--- config.mk ---
export PLATFORM = sky130hd
export DESIGN_NAME = msi_cap_unit
export DESIGN_NICKNAME = d
export VERILOG_FILES = /design/src/rtl/msi_cap_pkg.sv /design/src/rtl/msi_cap_regs.sv /design/src/rtl/msi_cap_seq.sv /design/src/rtl/msi_cap_msg.sv /design/src/rtl/msi_cap_unit.sv
export SDC_FILE = /design/constraint.sdc
export NUM_CORES = 1
export LEC_CHECK = 0
export BUFFER_PORTS_ARGS = -buffer_cell sky130_fd_sc_hd__buf_4
export CAP_MARGIN = 20
export CORE_MARGIN = 2
export CORE_UTILIZATION = 45
export CTS_CLUSTER_SIZE = 28
export DETAILED_ROUTE_END_ITERATION = 10
export PLACE_DENSITY_LB_ADDON = 0.25
export SYNTH_ARGS = -nofsm -noshare
export SYNTH_HDL_FRONTEND = slang
export SYNTH_SLANG_ARGS = --single-unit
--- constraint.sdc ---
create_clock -name clk -period 6.4 [get_ports clk]
set_input_delay 0.64 -clock clk [delete_from_list [all_inputs] [get_ports clk]]
set_output_delay 0.64 -clock clk [all_outputs]
set_load 0.05 [all_outputs]
--- src/rtl/msi_cap_pkg.sv ---
package msi_cap_pkg;

  localparam int unsigned VEC_MAX = 32;

  typedef struct packed {
    logic [63:0] addr;
    logic [31:0] data;
  } msg_t;

  // Bitmap with one bit set per vector of a 2^lg vector group.
  function automatic logic [VEC_MAX-1:0] vec_span(input logic [2:0] lg);
    logic [VEC_MAX-1:0] r;
    r = '0;
    for (int i = 0; i < VEC_MAX; i++) begin
      if (i < (1 << lg)) r[i] = 1'b1;
    end
    return r;
  endfunction

  // Per-lane merge of a write into an old dword.
  function automatic logic [31:0] lane_merge(input logic [31:0] old_v,
                                             input logic [31:0] new_v,
                                             input logic [3:0]  be);
    logic [31:0] r;
    for (int b = 0; b < 4; b++) begin
      r[b*8 +: 8] = be[b] ? new_v[b*8 +: 8] : old_v[b*8 +: 8];
    end
    return r;
  endfunction

  // Byte footprint of the capability for each build variant.
  function automatic int unsigned cap_bytes(input bit wide, input bit maskable);
    if (wide) return maskable ? 24 : 14;
    return maskable ? 20 : 10;
  endfunction

endpackage

--- src/rtl/msi_cap_regs.sv ---
module msi_cap_regs
  import msi_cap_pkg::*;
#(
  parameter int unsigned CAP_LOG2 = 3,
  parameter bit          ADDR64   = 1'b1,
  parameter bit          MASKING  = 1'b1
) (
  input  logic               clk,
  input  logic               rst_n,
  input  logic               wr_en,
  input  logic [2:0]         dw_idx,
  input  logic [3:0]         wr_be,
  input  logic [31:0]        wr_data,
  output logic [31:0]        rd_data,
  output logic               wr_hit,
  input  logic               post_step,
  input  logic [VEC_MAX-1:0] pend_set,
  input  logic [VEC_MAX-1:0] pend_clr,
  output logic               en,
  output logic [2:0]         qsize,
  output logic [63:0]        addr,
  output logic [15:0]        data16,
  output logic [VEC_MAX-1:0] mask,
  output logic [VEC_MAX-1:0] pend
);

  localparam int unsigned     CAP_BYTES = cap_bytes(ADDR64, MASKING);
  localparam logic [2:0]      CAP_Q     = 3'(CAP_LOG2);
  localparam logic [VEC_MAX-1:0] CAP_SPAN = vec_span(CAP_Q);
  localparam logic [2:0]      IDX_LO    = 3'd1;
  localparam logic [2:0]      IDX_HI    = 3'd2;
  localparam logic [2:0]      IDX_DATA  = ADDR64 ? 3'd3 : 3'd2;
  localparam logic [2:0]      IDX_MASK  = ADDR64 ? 3'd4 : 3'd3;
  localparam logic [2:0]      IDX_PEND  = ADDR64 ? 3'd5 : 3'd4;

  logic               en_q, en_d;
  logic [2:0]         qs_q, qs_d;
  logic [31:2]        alo_q, alo_d;
  logic [31:0]        ahi_q, ahi_d;
  logic [15:0]        dat_q, dat_d;
  logic [VEC_MAX-1:0] msk_q, msk_d;
  logic [VEC_MAX-1:0] pnd_q, pnd_d;
  logic               in_range;

  // Does any enabled byte lane land inside the capability?
  always_comb begin
    in_range = 1'b0;
    for (int l = 0; l < 4; l++) begin
      logic [4:0] boff;
      boff = {dw_idx, l[1:0]};
      if (wr_be[l] && (32'(boff) < CAP_BYTES)) in_range = 1'b1;
    end
  end

  assign wr_hit = wr_en && in_range;

  // Next-state logic
  always_comb begin
    logic [31:0] mrg;
    mrg   = '0;
    en_d  = en_q;
    qs_d  = qs_q;
    alo_d = alo_q;
    ahi_d = ahi_q;
    dat_d = dat_q;
    msk_d = msk_q;
    if (wr_en) begin
      if (dw_idx == 3'd0 && wr_be[2]) begin
        en_d = wr_data[16];
        qs_d = wr_data[22:20];
      end
      if (dw_idx == IDX_LO) begin
        mrg   = lane_merge({alo_q, 2'b00}, wr_data, wr_be);
        alo_d = mrg[31:2];
      end
      if (ADDR64 && dw_idx == IDX_HI) begin
        ahi_d = lane_merge(ahi_q, wr_data, wr_be);
      end
      if (dw_idx == IDX_DATA) begin
        mrg   = lane_merge({16'h0000, dat_q}, wr_data, wr_be);
        dat_d = mrg[15:0];
      end
      if (MASKING && dw_idx == IDX_MASK) begin
        msk_d = lane_merge(msk_q, wr_data, wr_be) & CAP_SPAN;
      end
    end
    pnd_d = (pnd_q & ~pend_clr) | pend_set;
    if (post_step && en_q) begin
      if (qs_d > CAP_Q) qs_d = CAP_Q;
      pnd_d = pnd_d & vec_span(qs_d);
    end
    pnd_d = MASKING ? (pnd_d & CAP_SPAN) : '0;
  end

  // Register process
  always_ff @(posedge clk or negedge rst_n) begin
    if (!rst_n) begin
      en_q  <= 1'b0;
      qs_q  <= '0;
      alo_q <= '0;
      ahi_q <= '0;
      dat_q <= '0;
      msk_q <= '0;
      pnd_q <= '0;
    end else begin
      en_q  <= en_d;
      qs_q  <= qs_d;
      alo_q <= alo_d;
      ahi_q <= ahi_d;
      dat_q <= dat_d;
      msk_q <= msk_d;
      pnd_q <= pnd_d;
    end
  end

  // Readback
  always_comb begin
    rd_data = '0;
    if (dw_idx == 3'd0) begin
      rd_data = {7'b0, MASKING, ADDR64, qs_q, CAP_Q, en_q, 16'h0000};
    end else if (dw_idx == IDX_LO) begin
      rd_data = {alo_q, 2'b00};
    end else if (ADDR64 && dw_idx == IDX_HI) begin
      rd_data = ahi_q;
    end else if (dw_idx == IDX_DATA) begin
      rd_data = {16'h0000, dat_q};
    end else if (MASKING && dw_idx == IDX_MASK) begin
      rd_data = msk_q;
    end else if (MASKING && dw_idx == IDX_PEND) begin
      rd_data = pnd_q;
    end
  end

  assign en     = en_q;
  assign qsize  = qs_q;
  assign addr   = ADDR64 ? {ahi_q, alo_q, 2'b00} : {32'h0, alo_q, 2'b00};
  assign data16 = dat_q;
  assign mask   = msk_q;
  assign pend   = pnd_q;

endmodule

--- src/rtl/msi_cap_seq.sv ---
module msi_cap_seq
  import msi_cap_pkg::*;
#(
  parameter bit MASKING = 1'b1
) (
  input  logic               clk,
  input  logic               rst_n,
  input  logic               wr_hit,
  input  logic               en,
  input  logic [2:0]         qsize,
  input  logic [VEC_MAX-1:0] mask,
  input  logic [VEC_MAX-1:0] pend,
  input  logic               irq_valid,
  input  logic [4:0]         irq_vec,
  input  logic               slot_free,
  output logic               irq_ready,
  output logic               post_step,
  output logic               sweeping,
  output logic               launch,
  output logic [4:0]         launch_vec,
  output logic [VEC_MAX-1:0] pend_set,
  output logic [VEC_MAX-1:0] pend_clr,
  output logic               intx_deassert
);

  logic               post_q;
  logic               sweep_q, sweep_d;
  logic [VEC_MAX-1:0] cand;
  logic [4:0]         first;
  logic               found;
  logic               vec_ok;

  // Lowest unmasked pending vector inside the enabled range.
  always_comb begin
    cand  = pend & ~mask & vec_span(qsize);
    first = '0;
    found = 1'b0;
    for (int i = 0; i < VEC_MAX; i++) begin
      if (!found && cand[i]) begin
        first = 5'(i);
        found = 1'b1;
      end
    end
  end

  assign vec_ok    = (qsize >= 3'd5) || ((irq_vec >> qsize) == 5'd0);
  assign irq_ready = slot_free && !post_q && !sweep_q;

  always_comb begin
    launch     = 1'b0;
    launch_vec = irq_vec;
    pend_set   = '0;
    pend_clr   = '0;
    sweep_d    = sweep_q;
    if (sweep_q) begin
      if (!found || !en) begin
        sweep_d = 1'b0;
      end else if (slot_free) begin
        launch          = 1'b1;
        launch_vec      = first;
        pend_clr[first] = 1'b1;
      end
    end else if (irq_valid && irq_ready && en && vec_ok) begin
      if (MASKING && mask[irq_vec]) pend_set[irq_vec] = 1'b1;
      else                          launch = 1'b1;
    end
    if (post_q && en && MASKING) sweep_d = 1'b1;
  end

  always_ff @(posedge clk or negedge rst_n) begin
    if (!rst_n) begin
      post_q  <= 1'b0;
      sweep_q <= 1'b0;
    end else begin
      post_q  <= wr_hit;
      sweep_q <= sweep_d;
    end
  end

  assign post_step     = post_q;
  assign sweeping      = sweep_q;
  assign intx_deassert = post_q && en;

endmodule

--- src/rtl/msi_cap_msg.sv ---
module msi_cap_msg
  import msi_cap_pkg::*;
(
  input  logic        clk,
  input  logic        rst_n,
  input  logic        launch,
  input  logic [4:0]  vec,
  input  logic [2:0]  qsize,
  input  logic [63:0] addr_in,
  input  logic [15:0] data_in,
  input  logic        msg_ready,
  output logic        msg_valid,
  output logic [63:0] msg_addr,
  output logic [31:0] msg_data,
  output logic        slot_free
);

  msg_t pkt_q, pkt_d;
  logic valid_q, valid_d;
  logic [31:0] low_m;

  assign slot_free = !valid_q || msg_ready;

  always_comb begin
    low_m      = (32'd1 << qsize) - 32'd1;
    pkt_d.addr = addr_in;
    pkt_d.data = ({16'h0000, data_in} & ~low_m) | ({27'b0, vec} & low_m);
    pkt_d.data[31:16] = 16'h0000;
    if (launch)         valid_d = 1'b1;
    else if (msg_ready) valid_d = 1'b0;
    else                valid_d = valid_q;
  end

  always_ff @(posedge clk or negedge rst_n) begin
    if (!rst_n) valid_q <= 1'b0;
    else        valid_q <= valid_d;
  end

  // Payload register with explicit load enable
  always_ff @(posedge clk or negedge rst_n) begin
    if (!rst_n)      pkt_q <= '0;
    else if (launch) pkt_q <= pkt_d;
  end

  assign msg_valid = valid_q;
  assign msg_addr  = pkt_q.addr;
  assign msg_data  = pkt_q.data;

endmodule

--- src/rtl/msi_cap_unit.sv ---
module msi_cap_unit
  import msi_cap_pkg::*;
#(
  parameter int unsigned CAP_LOG2 = 3,
  parameter bit          ADDR64   = 1'b1,
  parameter bit          MASKING  = 1'b1
) (
  input  logic        clk,
  input  logic        rst_n,
  input  logic        cfg_wr,
  input  logic [2:0]  cfg_dw,
  input  logic [3:0]  cfg_be,
  input  logic [31:0] cfg_wdata,
  output logic [31:0] cfg_rdata,
  input  logic        irq_valid,
  input  logic [4:0]  irq_vec,
  output logic        irq_ready,
  output logic        msg_valid,
  input  logic        msg_ready,
  output logic [63:0] msg_addr,
  output logic [31:0] msg_data,
  output logic        intx_deassert
);

  logic [1:0]         rsync_q;
  logic               rst_sync;
  logic               wr_hit, post_step, sweeping, launch, slot_free, en;
  logic [2:0]         qs;
  logic [4:0]         launch_vec;
  logic [63:0]        addr;
  logic [15:0]        data16;
  logic [VEC_MAX-1:0] mask, pend, pend_set, pend_clr;

  // Asynchronous assert, synchronous release
  always_ff @(posedge clk or negedge rst_n) begin
    if (!rst_n) rsync_q <= 2'b00;
    else        rsync_q <= {rsync_q[0], 1'b1};
  end
  assign rst_sync = rsync_q[1];

  msi_cap_regs #(.CAP_LOG2(CAP_LOG2), .ADDR64(ADDR64), .MASKING(MASKING)) u_regs (
    .clk(clk), .rst_n(rst_sync), .wr_en(cfg_wr), .dw_idx(cfg_dw), .wr_be(cfg_be),
    .wr_data(cfg_wdata), .rd_data(cfg_rdata), .wr_hit(wr_hit), .post_step(post_step),
    .pend_set(pend_set), .pend_clr(pend_clr), .en(en), .qsize(qs), .addr(addr),
    .data16(data16), .mask(mask), .pend(pend)
  );

  msi_cap_seq #(.MASKING(MASKING)) u_seq (
    .clk(clk), .rst_n(rst_sync), .wr_hit(wr_hit), .en(en), .qsize(qs), .mask(mask),
    .pend(pend), .irq_valid(irq_valid), .irq_vec(irq_vec), .slot_free(slot_free),
    .irq_ready(irq_ready), .post_step(post_step), .sweeping(sweeping), .launch(launch),
    .launch_vec(launch_vec), .pend_set(pend_set), .pend_clr(pend_clr),
    .intx_deassert(intx_deassert)
  );

  msi_cap_msg u_msg (
    .clk(clk), .rst_n(rst_sync), .launch(launch), .vec(launch_vec), .qsize(qs),
    .addr_in(addr), .data_in(data16), .msg_ready(msg_ready), .msg_valid(msg_valid),
    .msg_addr(msg_addr), .msg_data(msg_data), .slot_free(slot_free)
  );

endmodule

==> flow_summary.ini, run 1 <==
[worst_setup_path]
endpoint_kind = output port
start_kind = input port
crit_fanout = 30
arrival_ns = 2.80
crit_type = input port to output port
cp_common_cell = buf_4
r2r_cells = 7
worstPathRequired_ns = 5.76
max_stage_delay_ns = 0.66
crit_chain = buf_4 -> inv_1 -> nor2_1 -> buf_4 -> a22oi_1 -> nor2_1 -> buf_4
cp_slowest_cell = nor2_1

[layout]
nets = 877
fin_cells = 1074
area_delta_synth_final_pct = 22.69
fin_area_sq_um = 10390
multi_input_area_sq_um = 3650
drive_above_1_share = 0.4488
postLayoutCoreUtil = 0.5593
fillers = 1543
register_area_sq_um = 4533
num_antenna_cells = 0

[sta]
hold_slack_ns = 0.3103
finalCritPeriodShare = 0.5376
rsz0062_at_grt = no
hold_viol = 0
fin_setup_tns_ns = 0
clock.fmax_ghz = 0.2907
tightest_slew_ns = 1.090
drv_slew = 0
period_minus_slack_ns = 3.441
relSlewSlack = 0.2669
setup_viol = 0
finClkSkew_ns = 0.008300

[global_route]
gr-total-overflow = 0
first_global_vias = 6092
grt_max_degree = 74
grt_pass1_wl_um = 34690
antenna_found_initial = 0
grtUsageTotal = 0.2282

[routing]
route.detailed.drc = 0
drtIter0Drc = 400
wl_per_cell_um = 20.97
num_vias = 5960
routed_wl_um = 22520
antenna_left = 0
drt_first_pass_iters = 5
via_per_inst = 5.549

[yosys]
synth_edf_count = 0
ys_types = 60
synth_async_sr_flop_share = 1.000
netlist_instances = 672
synthFlopType = dfrtp_1
synth_area_sq_um = 8471
yosys_warnings = 0
avgSynthCellArea_sq_um = 12.61
synth_seq_cells = 181
ys_seq_area_frac = 0.5347

[floorplanning]
die_area_sq_um = 19940
core_sq_um = 18580
dieWidth_um = 141.2
start_util = 0.4559
num_rows = 50
ios = 180
die_h_um = 141.2

[cts]
post_cts_buffers = 0
cts_buffer_depth = 2
ctsRootBufferMaster = clkbuf_16
htreeDepth = 4
clkLatencyLatePin_ns = 0.43
path_clk_slew_ns = 0.07
cts_sinks = 181
cts_buffers = 17
cts_tree = yes

[power_and_ir_drop]
vdd_drop_max_mv = 0.2417
power_density_nw_per_um2 = 484.4
cellLeakagePower_nw = 5.046

[run]
cap_violations = 0

[placed_design]
io_buffer_count = 161
hpwlAfterDp_um = 15930
dpl.cell_count = 1040
placed_area_sq_um = 9774
finalWeightedCongestion = 0.9429

[worst_hold_path]
min_path_type = flop to async pin

[outcome]
status = finished clean
-- cells in the final DEF, fill, tap and decap left out, types with 8 or more instances in the layout --
| cell | count |
|---|---|
| nand2b_1 | 8 |
| nor2b_1 | 15 |
| mux2i_1 | 19 |
| mux2_2 | 160 |
| clkbuf_16 | 17 |
| nand3_1 | 9 |
| buf_4 | 166 |
| inv_1 | 14 |
| nand2_1 | 23 |
| a22oi_1 | 16 |
| a21oi_1 | 37 |
| conb_1 | 19 |
| nor2_1 | 44 |
| dfrtp_1 | 180 |
-- final timing paths --
check / start / end / slack (ns)
max: cfg_dw[1] / cfg_rdata[15] / 2.96
min in group clk: rsync_q[0]$_DFF_PN0_ / rsync_q[1]$_DFF_PN0_ / 0.36
max in group asynchronous: rsync_q[1]$_DFF_PN0_ / u_msg.msg_addr[40]$_DFFE_PN0P_ / 4.71
max reg2reg: u_regs.qsize[2]$_DFF_PN0_ / u_msg.msg_addr[29]$_DFFE_PN0P_ / 3.11
min: rsync_q[1]$_DFF_PN0_ / u_regs.data16[13]$_DFFE_PN0P_ / 0.31
min reg2reg: rsync_q[1]$_DFF_PN0_ / u_regs.data16[13]$_DFFE_PN0P_ / 0.31
-- flip-flops by register name (all words and copies together) (netlist names) --
register and cells:
u_msg.msg_data 16, u_regs.pend 8, u_seq.post_step 1, u_msg.msg_valid 1, u_regs.qsize 3, u_regs.data16 16
u_regs.en 1, rsync_q 2, u_seq.sweeping 1, u_regs.mask 8, u_msg.msg_addr 62, u_regs.alo_q 30
u_regs.ahi_q 32
-- repair_timing --
item                                    CTS  global route
endpoints found under the hold margin     2             0
hold buffers                              1             0
gates resized for setup                   0             0
endpoints found under the setup margin    0             0
-- critical path: cells and delay by family --
kind | cells | cell delay [ns]
buffers and inverters | 4 | 1.18
AND/OR/NAND/NOR | 2 | 0.83
AO/OA/AOI/OAI | 1 | 0.11
-- routing by layer --
layer / GRT usage / share of wire / up-vias
li1: - / - / 2711
met1: 0.2966 / 0.42 / 3039
met2: 0.3797 / 0.50 / 170
met3: 0.04518 / 0.044 / 40
met4: 0.08684 / 0.028 / 0
met5: 0 / 0 / -
-- cell families (layout without fill, tap and decap cells) --
family	Yosys count	count (layout)	share of synthesized area
buffers and inverters	63	214	0.04195
adders and majority gates	1	1	0.001477
muxes	189	189	0.2542
AOI/OAI and AO/OA	107	107	0.09217
other	2	19	0.0008866
DFF	181	181	0.5347
and+or+nand+nor	129	129	0.07460
-- per-stage QoR --
| step | setup WS [ns] | total power [mW] |
|---|---|---|
| floorplan | 0.9830 | 3.317 |
| global placement | 2.747 | 3.968 |
| detailed placement | 2.629 | 4.010 |
| CTS | 2.661 | 5.067 |
| global route | 2.873 | 5.244 |
| finish | 2.959 | 5.034 |
-- Yosys cell counts, drive strengths merged (2+ instances only) --
master	instances	area share
a21o	2	0.0018
a21oi	38	0.024
a221oi	3	0.0031
a22o	6	0.0062
a22oi	16	0.014
a31oi	5	0.0055
and2	7	0.0055
and3	4	0.0030
buf	35	0.030
clkbuf	14	0.0062
conb	2	0.00089
dfrtp	181	0.53
inv	14	0.0062
mux2	168	0.23
mux2i	19	0.022
mux4	2	0.0053
nand2	23	0.010
nand2b	8	0.0059
nand3	9	0.0053
nand4	6	0.0044
nor2	44	0.019
nor2b	15	0.011
nor3	5	0.0035
nor4	3	0.0022
o21a	2	0.0018
o21ai	9	0.0053
o21bai	3	0.0040
o22ai	3	0.0022
o31ai	4	0.0035
o41ai	6	0.011
or2	2	0.0015
-- where the power goes --
part	internal (mW)	switching, mW	leakage, nW
registers	1.53	0.289	2.31
clock network	0.558	0.491	0.283
logic	0.752	1.41	2.45
total	2.84	2.19	5.05
-- area by class of cell --
type | instances | share of cell area
Clock buffer | 18 | 0.04130
Clock inverter | 14 | 0.01529
Inverter | 14 | 0.005057
Multi-Input combinational cell | 445 | 0.3512
Sequential cell | 181 | 0.4362
Tap cell | 234 | 0.02817
Timing Repair Buffer | 168 | 0.1228
Power figures use the tool's default switching activity.
==> inputs of run 2 (changes only) <==
Clock period 6.4 ns to 3.13 ns, I/O delays scaled along.
==> run 2 against run 1 <==
Register-to-register slack worse by 2.7 ns. Hold slack worse by 0.19 ns. Largest power group unchanged. Largest cell class unchanged. Core utilization rose by 0.32 points. Die area unchanged. Critical path depth decreased by 1. Wire length is 0.29% higher. Highest routed layer unchanged. Combinational power grew 100%. Sequential share of layout area fell by 0.25 points.
==> flow_summary.ini, run 2 (synthesized netlist as in run 1, its figures left out) <==
[layout]
fin_area_sq_um = 10450
num_antenna_cells = 0
final_cell_mix = dfrtp_1 (180), buf_4 (168), mux2_2 (160), nor2_1 (43), a21oi_1 (37)
nets = 881
layout_commonest_cell = dfrtp_1
largest_register_ffs = 62
fillers = 1551
area_delta_synth_final_pct = 23.40
drive_above_1_share = 0.4526

[routing]
antenna_left = 0
drtIter0Drc = 398
wl_per_cell_um = 20.95
drt_first_pass_iters = 4
via_per_inst = 5.567
route.detailed.drc = 0
num_vias = 6001
routed_wl_um = 22580

[worst_setup_path]
worstPathRequired_ns = 3.44
r2r-start = u_regs.qsize[2]$_DFF_PN0_
start_kind = flop
endpoint_kind = flop
crit_type = flop to flop
crit_fanout = 68
crit_start = u_regs.qsize[2]$_DFF_PN0_
arrival_ns = 3.06

[cts]
cts_buffers = 17
clkLatencyLatePin_ns = 0.43
path_clk_slew_ns = 0.07
post_cts_buffers = 0
cts_sinks = 181
ctsRootBufferMaster = clkbuf_16
cts_tree = yes
cts_buffer_depth = 2
htreeDepth = 4

[floorplanning]
die_area_sq_um = 19940
dieWidth_um = 141.2
start_util = 0.4559
ios = 180
die_h_um = 141.2
core_sq_um = 18580
num_rows = 50

[power_and_ir_drop]
pwr-share-comb = 0.431
seq_power_share = 0.361
vdd_drop_max_mv = 0.5772
switching_share = 0.4339
p_clk_frac = 0.207
cellLeakagePower_nw = 5.075
intPower_mw = 5.821
power.total_mw = 10.28
switchingPower_mw = 4.462
power_density_nw_per_um2 = 983.7

[sta]
drv_slew = 0
hold_viol = 0
clock.fmax_ghz = 0.3639
setup_viol = 0
finClkSkew_ns = 0.01530
relSlewSlack = 0.5615
tightest_slew_ns = 0.6412
finalCritPeriodShare = 0.8779
rsz0062_at_grt = no
hold_slack_ns = 0.1239
period_minus_slack_ns = 2.748
fin_setup_tns_ns = 0

[global_route]
grtUsageTotal = 0.2299
grt_pass1_wl_um = 35270
first_global_vias = 6333
gr-total-overflow = 0
grt_max_degree = 69
antenna_found_initial = 0

[worst_hold_path]
hold_path_startpoint = cfg_wdata[30]
min_path_type = input port to flop

[placed_design]
hpwlAfterDp_um = 15920
placed_area_sq_um = 9852
finalWeightedCongestion = 0.8572
io_buffer_count = 161

[run]
cap_violations = 0

[outcome]
status = finished clean
run 2: changes by cell type in the layout (fill, tap and decap cells not counted):
cell,previous run,this run
clkinv_8,1,2
inv_8,4,2
inv_6,6,5
buf_4,166,168
clkinv_4,0,2
buf_12,1,3
nor2_2,0,1
nor2_1,44,43
run 2: path summary, 6_finish.rpt:
| path | end | slack, ns | cells past startpoint |
|---|---|---|---|
| max in group asynchronous | u_msg.msg_addr[53]$_DFFE_PN0P_ | 1.97 | 1 |
| hold / removal | u_regs.ahi_q[30]$_DFFE_PN0P_ | 0.12 | 2 |
| hold reg to reg | u_regs.data16[12]$_DFFE_PN0P_ | 0.34 | 0 |
| setup reg to reg | u_msg.msg_addr[37]$_DFFE_PN0P_ | 0.38 | 6 |
| min in group asynchronous | rsync_q[1]$_DFF_PN0_ | 0.19 | 2 |
| setup / recovery | u_msg.msg_addr[37]$_DFFE_PN0P_ | 0.38 | 6 |
run 2: stage by stage:
step,cells,worst slack (ns),utilization
floorplan,689,0.1418,-
global placement,1045,0.5419,0.5302
detailed placement,1045,0.4567,0.5302
CTS,1078,0.4392,0.5626
global route,1078,0.2857,0.5626
finish,1078,0.3821,0.5626
run 2: layout make-up:
type,instances,area [sq um],area share
inverter,14,52.55,0.005028
timing repair buffer,172,1331,0.1274
multi-input combinational,445,3652,0.3494
clock buffer,18,429.2,0.04106
sequential,181,4533,0.4337
tap,234,292.8,0.02801
clock inverter,14,161.4,0.01544
run 2: worst max-delay path, stage by stage (launching register included):
cell	delay [ns]
dfrtp_1	0.55
or2_1	0.32
o21ai_1	0.35
a31oi_4	0.29
a21oi_4	0.25
buf_12	0.35
mux2_2	0.39
run 2: repair_timing:
action / in CTS / in global routing
hold buffers: 1 / 0
gates resized for setup: 0 / 0
endpoints found under the hold margin: 2 / 0
run 2: power groups by stage:
stage	registers, mW	clock network, mW	logic (mW)
final	3.72	2.13	4.43
after global routing	3.83	2.27	4.62
after detailed placement	3.76	0	4.46
after CTS	3.72	2.18	4.47
after floorplan	5.39	0	1.40
after global placement	3.72	0	4.40
run 2: routing by layer:
metal  track usage  vias to the layer above  part of all wire
li1              -                     2717                 -
met1        0.2912                     3072              0.42
met2        0.3922                      173              0.51
met3       0.04484                       39             0.044
met4       0.08632                        0             0.027
met5             0                        -                 0
